--- config.mk ---
export PLATFORM = sky130hd
export DESIGN_NAME = irq_hub
export DESIGN_NICKNAME = d
export VERILOG_FILES = /design/src/rtl/irq_hub_pkg.sv /design/src/rtl/irq_evt_map.sv /design/src/rtl/ack_timer.sv /design/src/rtl/irq_hub.sv
export SDC_FILE = /design/constraint.sdc
export NUM_CORES = 1
export LEC_CHECK = 0
export ABC_AREA = 1
export CAP_MARGIN = 20
export CORE_MARGIN = 1.5
export CORE_UTILIZATION = 45
export CTS_CLUSTER_DIAMETER = 100
export DETAILED_ROUTE_END_ITERATION = 8
export GPL_ROUTABILITY_DRIVEN = 0
export HOLD_SLACK_MARGIN = 0.06
export PLACE_DENSITY = 0.78
export SETUP_SLACK_MARGIN = 0.3
export SYNTH_ARGS = -nofsm -noshare
export SYNTH_HDL_FRONTEND = slang
export SYNTH_HIERARCHICAL = 1
export SYNTH_SLANG_ARGS = --single-unit
--- constraint.sdc ---
create_clock -name clk -period 1.24 [get_ports clk]
set_input_delay 0.31 -clock clk [delete_from_list [all_inputs] [get_ports clk]]
set_output_delay 0.31 -clock clk [all_outputs]
set_load 0.05 [all_outputs]
--- src/rtl/irq_hub_pkg.sv ---
package irq_hub_pkg;

    localparam int NUM_MST  = 2;
    localparam int NUM_Q    = 2;
    localparam int ERR_W    = 10;
    localparam int STAT_W   = 32;
    localparam int MST_STEP = 12;
    localparam int Q_STEP   = 4;

    localparam int BIT_RST_ACK  = 24;
    localparam int BIT_HALT_ACK = 25;

    localparam logic [STAT_W-1:0] ERR_MASK_M0 = 32'h1800_0EE6;
    localparam logic [STAT_W-1:0] ERR_MASK_M1 = 32'h60EE_6000;
    localparam logic [STAT_W-1:0] RSEL_M0     = 32'h0000_03F1;
    localparam logic [STAT_W-1:0] RSEL_M1     = 32'h0003_F001;

    localparam int OFS_VER    = 'h00;
    localparam int OFS_RST    = 'h04;
    localparam int OFS_HALT   = 'h08;
    localparam int OFS_MASK   = 'h0C;
    localparam int OFS_CLR    = 'h10;
    localparam int OFS_STATUS = 'h14;
    localparam int OFS_GCLR   = 'h18;

    typedef struct packed {
        logic [STAT_W-1:0]  status;
        logic [STAT_W-1:0]  mask;
        logic               armed;
        logic [NUM_MST-1:0] rsel;
    } hub_state_t;

    // position of the k-th lowest set bit of msk
    function automatic int err_pos(input logic [STAT_W-1:0] msk, input int k);
        int seen;
        int pos;
        seen = 0;
        pos  = 0;
        for (int i = 0; i < STAT_W; i++) begin
            if (msk[i]) begin
                if (seen == k) pos = i;
                seen++;
            end
        end
        return pos;
    endfunction

endpackage

--- src/rtl/irq_evt_map.sv ---
module irq_evt_map
    import irq_hub_pkg::*;
(
    input  logic [NUM_MST-1:0]            rd_done_i,
    input  logic [NUM_MST*NUM_Q-1:0]      q_report_i,
    input  logic [NUM_MST-1:0][ERR_W-1:0] err_i,
    input  logic                          rst_ack_i,
    input  logic [NUM_MST-1:0]            halt_ack_i,
    output logic [STAT_W-1:0]             ev_o
);

    always_comb begin
        ev_o = '0;
        for (int m = 0; m < NUM_MST; m++) begin
            ev_o[m*MST_STEP] = rd_done_i[m];
            for (int q = 0; q < NUM_Q; q++) begin
                ev_o[m*MST_STEP + (q+1)*Q_STEP] = q_report_i[m*NUM_Q + q];
            end
            for (int k = 0; k < ERR_W; k++) begin
                ev_o[err_pos((m == 0) ? ERR_MASK_M0 : ERR_MASK_M1, k)] = err_i[m][k];
            end
            ev_o[BIT_HALT_ACK + m] = halt_ack_i[m];
        end
        ev_o[BIT_RST_ACK] = rst_ack_i;
    end

endmodule

--- src/rtl/ack_timer.sv ---
module ack_timer #(
    parameter int DELAY = 6
) (
    input  logic clk,
    input  logic rst_n,
    input  logic start_i,
    output logic busy_o,
    output logic done_o
);

    localparam int CNT_W = $clog2(DELAY + 1);

    typedef struct packed {
        logic             busy;
        logic [CNT_W-1:0] cnt;
    } tmr_t;

    tmr_t tmr_d, tmr_q;

    always_comb begin
        tmr_d = tmr_q;
        if (tmr_q.busy) begin
            if (tmr_q.cnt == CNT_W'(1)) begin
                tmr_d.busy = 1'b0;
                tmr_d.cnt  = '0;
            end else begin
                tmr_d.cnt = tmr_q.cnt - CNT_W'(1);
            end
        end else if (start_i) begin
            tmr_d.busy = 1'b1;
            tmr_d.cnt  = CNT_W'(DELAY);
        end
    end

    always_ff @(posedge clk or negedge rst_n) begin
        if (!rst_n) tmr_q <= '0;
        else        tmr_q <= tmr_d;
    end

    assign busy_o = tmr_q.busy;
    assign done_o = tmr_q.busy && (tmr_q.cnt == CNT_W'(1));


    start_load_chk: assert property (@(posedge clk) disable iff (!rst_n)
        (start_i && !tmr_q.busy) |=> (tmr_q.busy && tmr_q.cnt == CNT_W'(DELAY)));


    busy_hold_chk: assert property (@(posedge clk) disable iff (!rst_n)
        (tmr_q.busy && tmr_q.cnt != CNT_W'(1)) |=> tmr_q.busy);

endmodule

--- src/rtl/irq_hub.sv ---
module irq_hub
    import irq_hub_pkg::*;
#(
    parameter logic [31:0] VERSION    = 32'h0002_0005,
    parameter int          HALT_DELAY = 6,
    parameter int          RST_DELAY  = 10,
    parameter int          ADDR_W     = 5
) (
    input  logic                          clk,
    input  logic                          rst_n,
    input  logic                          wr_en_i,
    input  logic [ADDR_W-1:0]             addr_i,
    input  logic [31:0]                   wdata_i,
    output logic [31:0]                   rdata_o,
    input  logic [NUM_MST-1:0]            rd_done_i,
    input  logic [NUM_MST*NUM_Q-1:0]      q_report_i,
    input  logic [NUM_MST-1:0][ERR_W-1:0] err_i,
    output logic                          irq_o,
    output logic [NUM_MST-1:0]            halt_busy_o,
    output logic [NUM_MST-1:0]            mst_reset_o
);

    localparam logic [ADDR_W-1:0] A_VER    = ADDR_W'(OFS_VER);
    localparam logic [ADDR_W-1:0] A_RST    = ADDR_W'(OFS_RST);
    localparam logic [ADDR_W-1:0] A_HALT   = ADDR_W'(OFS_HALT);
    localparam logic [ADDR_W-1:0] A_MASK   = ADDR_W'(OFS_MASK);
    localparam logic [ADDR_W-1:0] A_CLR    = ADDR_W'(OFS_CLR);
    localparam logic [ADDR_W-1:0] A_STATUS = ADDR_W'(OFS_STATUS);
    localparam logic [ADDR_W-1:0] A_GCLR   = ADDR_W'(OFS_GCLR);

    hub_state_t st_d, st_q;

    logic               wr_rst, wr_halt, wr_mask, wr_clr, wr_gclr;
    logic [STAT_W-1:0]  clr_w;
    logic [STAT_W-1:0]  ev;
    logic [NUM_MST-1:0] halt_start, halt_done;
    logic               rst_start, rst_done, rst_busy;
    logic [NUM_MST-1:0] rsel_dec;

    assign wr_rst  = wr_en_i && (addr_i == A_RST);
    assign wr_halt = wr_en_i && (addr_i == A_HALT);
    assign wr_mask = wr_en_i && (addr_i == A_MASK);
    assign wr_clr  = wr_en_i && (addr_i == A_CLR);
    assign wr_gclr = wr_en_i && (addr_i == A_GCLR) && wdata_i[0];
    assign clr_w   = wr_clr ? wdata_i : '0;

    assign rst_start   = wr_rst && (wdata_i != '0);
    assign rsel_dec[0] = ((wdata_i & RSEL_M0) == RSEL_M0);
    assign rsel_dec[1] = ((wdata_i & RSEL_M1) == RSEL_M1);

    generate
        for (genvar m = 0; m < NUM_MST; m++) begin : g_halt
            assign halt_start[m] = wr_halt && wdata_i[m];
            ack_timer #(.DELAY(HALT_DELAY)) u_halt_tmr (
                .clk     (clk),
                .rst_n   (rst_n),
                .start_i (halt_start[m]),
                .busy_o  (halt_busy_o[m]),
                .done_o  (halt_done[m])
            );
        end
    endgenerate

    ack_timer #(.DELAY(RST_DELAY)) u_rst_tmr (
        .clk     (clk),
        .rst_n   (rst_n),
        .start_i (rst_start),
        .busy_o  (rst_busy),
        .done_o  (rst_done)
    );

    irq_evt_map u_map (
        .rd_done_i  (rd_done_i),
        .q_report_i (q_report_i),
        .err_i      (err_i),
        .rst_ack_i  (rst_done),
        .halt_ack_i (halt_done),
        .ev_o       (ev)
    );

    always_comb begin
        st_d        = st_q;
        st_d.status = (st_q.status & ~clr_w) | ev;
        if (wr_mask) st_d.mask = wdata_i;
        if ((ev & st_q.mask) != '0) st_d.armed = 1'b1;
        else if (wr_gclr)           st_d.armed = 1'b0;
        if (rst_start && !rst_busy) st_d.rsel = rsel_dec;
    end

    always_ff @(posedge clk or negedge rst_n) begin
        if (!rst_n) st_q <= '0;
        else        st_q <= st_d;
    end

    assign irq_o       = st_q.armed && ((st_q.status & st_q.mask) != '0);
    assign mst_reset_o = rst_done ? st_q.rsel : '0;

    always_comb begin
        case (addr_i)
            A_VER:    rdata_o = VERSION;
            A_MASK:   rdata_o = st_q.mask;
            A_STATUS: rdata_o = st_q.status;
            default:  rdata_o = '0;
        endcase
    end


    capture_chk: assert property (@(posedge clk) disable iff (!rst_n)
        (ev != '0) |=> ((st_q.status & $past(ev)) == $past(ev)));


    clear_chk: assert property (@(posedge clk) disable iff (!rst_n)
        (clr_w != '0) |=> ((st_q.status & $past(clr_w & ~ev)) == '0));


    gclr_quiet_chk: assert property (@(posedge clk) disable iff (!rst_n)
        (wr_gclr && ((ev & st_q.mask) == '0)) |=> !irq_o);


    rearm_chk: assert property (@(posedge clk) disable iff (!rst_n)
        (((ev & st_q.mask) != '0) && !wr_mask) |=> irq_o);


    rst_ack_chk: assert property (@(posedge clk) disable iff (!rst_n)
        (mst_reset_o != '0) |=> st_q.status[BIT_RST_ACK]);

endmodule

==> impl_metrics.py <==
metrics = {
    "critical_path": {
        "criticalPathCategory": "reg2out",
        "critPathCaptureType": "output pin",
        "critical-path-max-stage-delay_ps": 420,
        "crit_fanout": 2,
        "r2r_setup_slack_ps": -460,
        "reg2reg_depth": 11,
        "reg2reg_to": "st_q[2]",
        "cp_slowest_cell": "dfrtp_1",
        "r2r-start": "u_rst_tmr/tmr_q[0]",
        "path_cells": "nand2_1, o21ai_1, nor2_1, nand2_1, nor2_2, a21boi_4, buf_6",
        "path_common_cell": "nand2_1",
        "crit_required_ps": 930,
        "worstPathArrival_ps": 1760,
        "crit_path_start_kind": "flip-flop",
    },
    "floorplanning": {
        "die_h_um": 106,
        "die_area_um2": 11300,
        "core_area_um2": 10300,
        "start_util": 0.463,
        "rows": 37,
        "ios": 103,
        "die_w_um": 106,
    },
    "cts": {
        "insertion_delay_ps": 370,
        "h-tree-depth": 3,
        "clkSinkCount": 80,
        "path_clk_slew_ps": 110,
        "cts_buffer_depth": 2,
        "cts_tree": "done",
        "cts-root-buf": "clkbuf_8",
        "numCtsBuffers": 9,
    },
    "layout": {
        "fin_area_um2": 9380,
        "drive_gt1_frac": 0.599,
        "mostFrequentLayoutCell": "buf_4",
        "area_growth_pct": 96.1,
        "mostFrequentLayoutCells": "buf_4, nand2_1, dfrtp_1",
        "layout.nets": 1009,
        "fill_cells": 368,
    },
    "timing": {
        "holdWs_ps": -167,
        "final.setup_skew_ps": 12.8,
        "timing.final.ws_setup_ps": -831,
        "fmax_ghz": 0.483,
        "hold_violations": 22,
        "fin_crit_ps": 2070,
        "finalCritPeriodShare": 1.67,
        "setup_violations": 108,
        "rsz0062_at_grt": "true",
        "maxSlewViolCount": 0,
    },
    "synthesis": {
        "synth-async-reset-ratio": 1.00,
        "syn_area_per_cell_um2": 7.60,
        "syn_inst": 629,
        "yosysSeqAreaShare": 0.419,
        "ys_seq_elements": 80,
        "synth_area_um2": 4780,
        "synth-edff-count": 0,
        "synth_ff_type": "dfrtp_1",
        "yosysUniqueCellTypes": 32,
        "ys_warn_count": 6,
    },
    "drt": {
        "vias": 6596,
        "drt_iter0_drc": 684,
        "detail-route-antenna-nets": 0,
        "post_drt_wl_per_cell_um": 25.1,
        "first_pass_iters": 7,
        "drc_errors": 0,
        "totalWireLength_mm": 27.0,
        "vias_per_cell": 6.11,
    },
    "run_status": {
        "failed_checks": "negative hold slack, negative setup slack",
        "status": "finished with violations",
    },
    "placement": {
        "hpwlAfterDp_mm": 11.6,
        "place_area_um2": 7600,
        "pre_cts_ws_ps": -934,
        "portBuffers": 102,
    },
    "global_routing": {
        "grt_pass1_vias": 6559,
        "grt_max_degree": 30,
        "antenna_found_initial": 1,
        "grt-ovfl-total": 0,
        "grt_usage": 0.371,
        "grt_pass1_wl_mm": 32.2,
    },
    "hold_path": {
        "hp-class": "in2async",
    },
    "power_and_ir_drop": {
        "powerDensity_nw_per_um2": 1210,
        "power.leakage_nw": 4.44,
        "power_mw": 11.4,
        "ir_worst_vdd_mv": 1.17,
    },
    "job": {
        "max_cap_viol_count": 0,
    },
}
==> layout make-up <==
type / count / area (µm²) / share of cell area
antenna: 1 / 2.50 / 0.000267
clock buffer: 11 / 141 / 0.0151
clock inverter: 5 / 80.1 / 0.00854
inverter: 121 / 528 / 0.0563
multi-input combinational: 385 / 2920 / 0.311
sequential: 80 / 2000 / 0.214
tap: 136 / 170 / 0.0181
timing repair buffer: 340 / 3530 / 0.377
==> layer usage <==
metal	global-route usage	vias up	part of all wire
met5	0	-	0
met4	0.232	0	0.099
met3	0.0766	270	0.099
met2	0.659	651	0.47
met1	0.404	3106	0.34
li1	-	2569	-
==> critical path: cells and delay by family, from the launching register on <==
family | cells | cell delay [ps]
DFF | 1 | 420
and+or+nand+nor | 4 | 600
AOI/OAI and AO/OA | 2 | 180
buffers and inverters | 1 | 160
==> state kept, by name (all words and copies together) (netlist names) <==
signal	cells
st_q	67
u_rst_tmr/tmr_q	4
u_rst_tmr/busy_o	1
g_halt.u_halt_tmr/tmr_q	6
g_halt.u_halt_tmr/busy_o	2
==> cells in the mapped netlist (2+ instances only) <==
master    number  area share
buf_4         33       0.052
o22ai_1       19       0.025
o21ai_0       65       0.068
a21oi_2        2      0.0037
a21boi_0       2      0.0031
o221ai_1       2      0.0037
nand2_1      159        0.12
inv_2          5      0.0039
clkbuf_1       4      0.0031
nor2_2         5      0.0065
buf_2          3      0.0031
o21ai_2       34       0.062
buf_6          6       0.014
nor2_1        46       0.036
nand3_1        9      0.0094
dfrtp_1       80        0.42
inv_1        115       0.090
a22o_1         9       0.016
nand4_1        6      0.0079
nand2_2        5      0.0065
ha_1           6       0.016
o21ai_1        4      0.0042
==> worst max-delay path by stage <==
stage / cells after the start / start / slack, ps / endpoint
floorplan: 4 / addr_i[1] / -700 / rdata_o[2]
finish: 7 / st_q[17] / -830 / irq_o
global route: 7 / st_q[17] / -910 / irq_o
global placement: 9 / addr_i[2] / -850 / rdata_o[19]
detailed placement: 7 / addr_i[2] / -930 / rdata_o[0]
CTS: 6 / addr_i[0] / -570 / rdata_o[2]
==> metrics by stage <==
step | setup TNS (ps) | std cells | util
after global routing | -38670 | 1078 | 0.908
after CTS | -23280 | 1049 | 0.839
after global placement | -74070 | 982 | 0.736
final | -37070 | 1079 | 0.908
after floorplan | -14930 | 631 | -
after detailed placement | -80890 | 982 | 0.736
==> kinds of logic after synthesis <==
group / after synthesis / share of synthesized area
AO/OA/AOI/OAI: 140 / 0.191
XOR/XNOR: 1 / 0.00183
adder cells (fa/ha/maj): 6 / 0.0157
buffers and inverters: 167 / 0.168
flip-flops: 80 / 0.419
other: 1 / 0.000784
AND/OR/NAND/NOR: 234 / 0.204
==> where the power goes <==
group	switching [mW]	internal [mW]
clock	1.12	1.19
sequential	0.413	3.05
combinational	3.09	2.52
==> repair_timing <==
action / CTS / global route
setup buffers: 49 / 21
endpoints found under the hold margin: 22 / 22
endpoints found under the setup margin: 117 / 117
gates cloned: 2 / 8
resized for setup: 226 / 122
pin swaps: 54 / 50
Note: power is estimated with default switching activity, not from simulation.
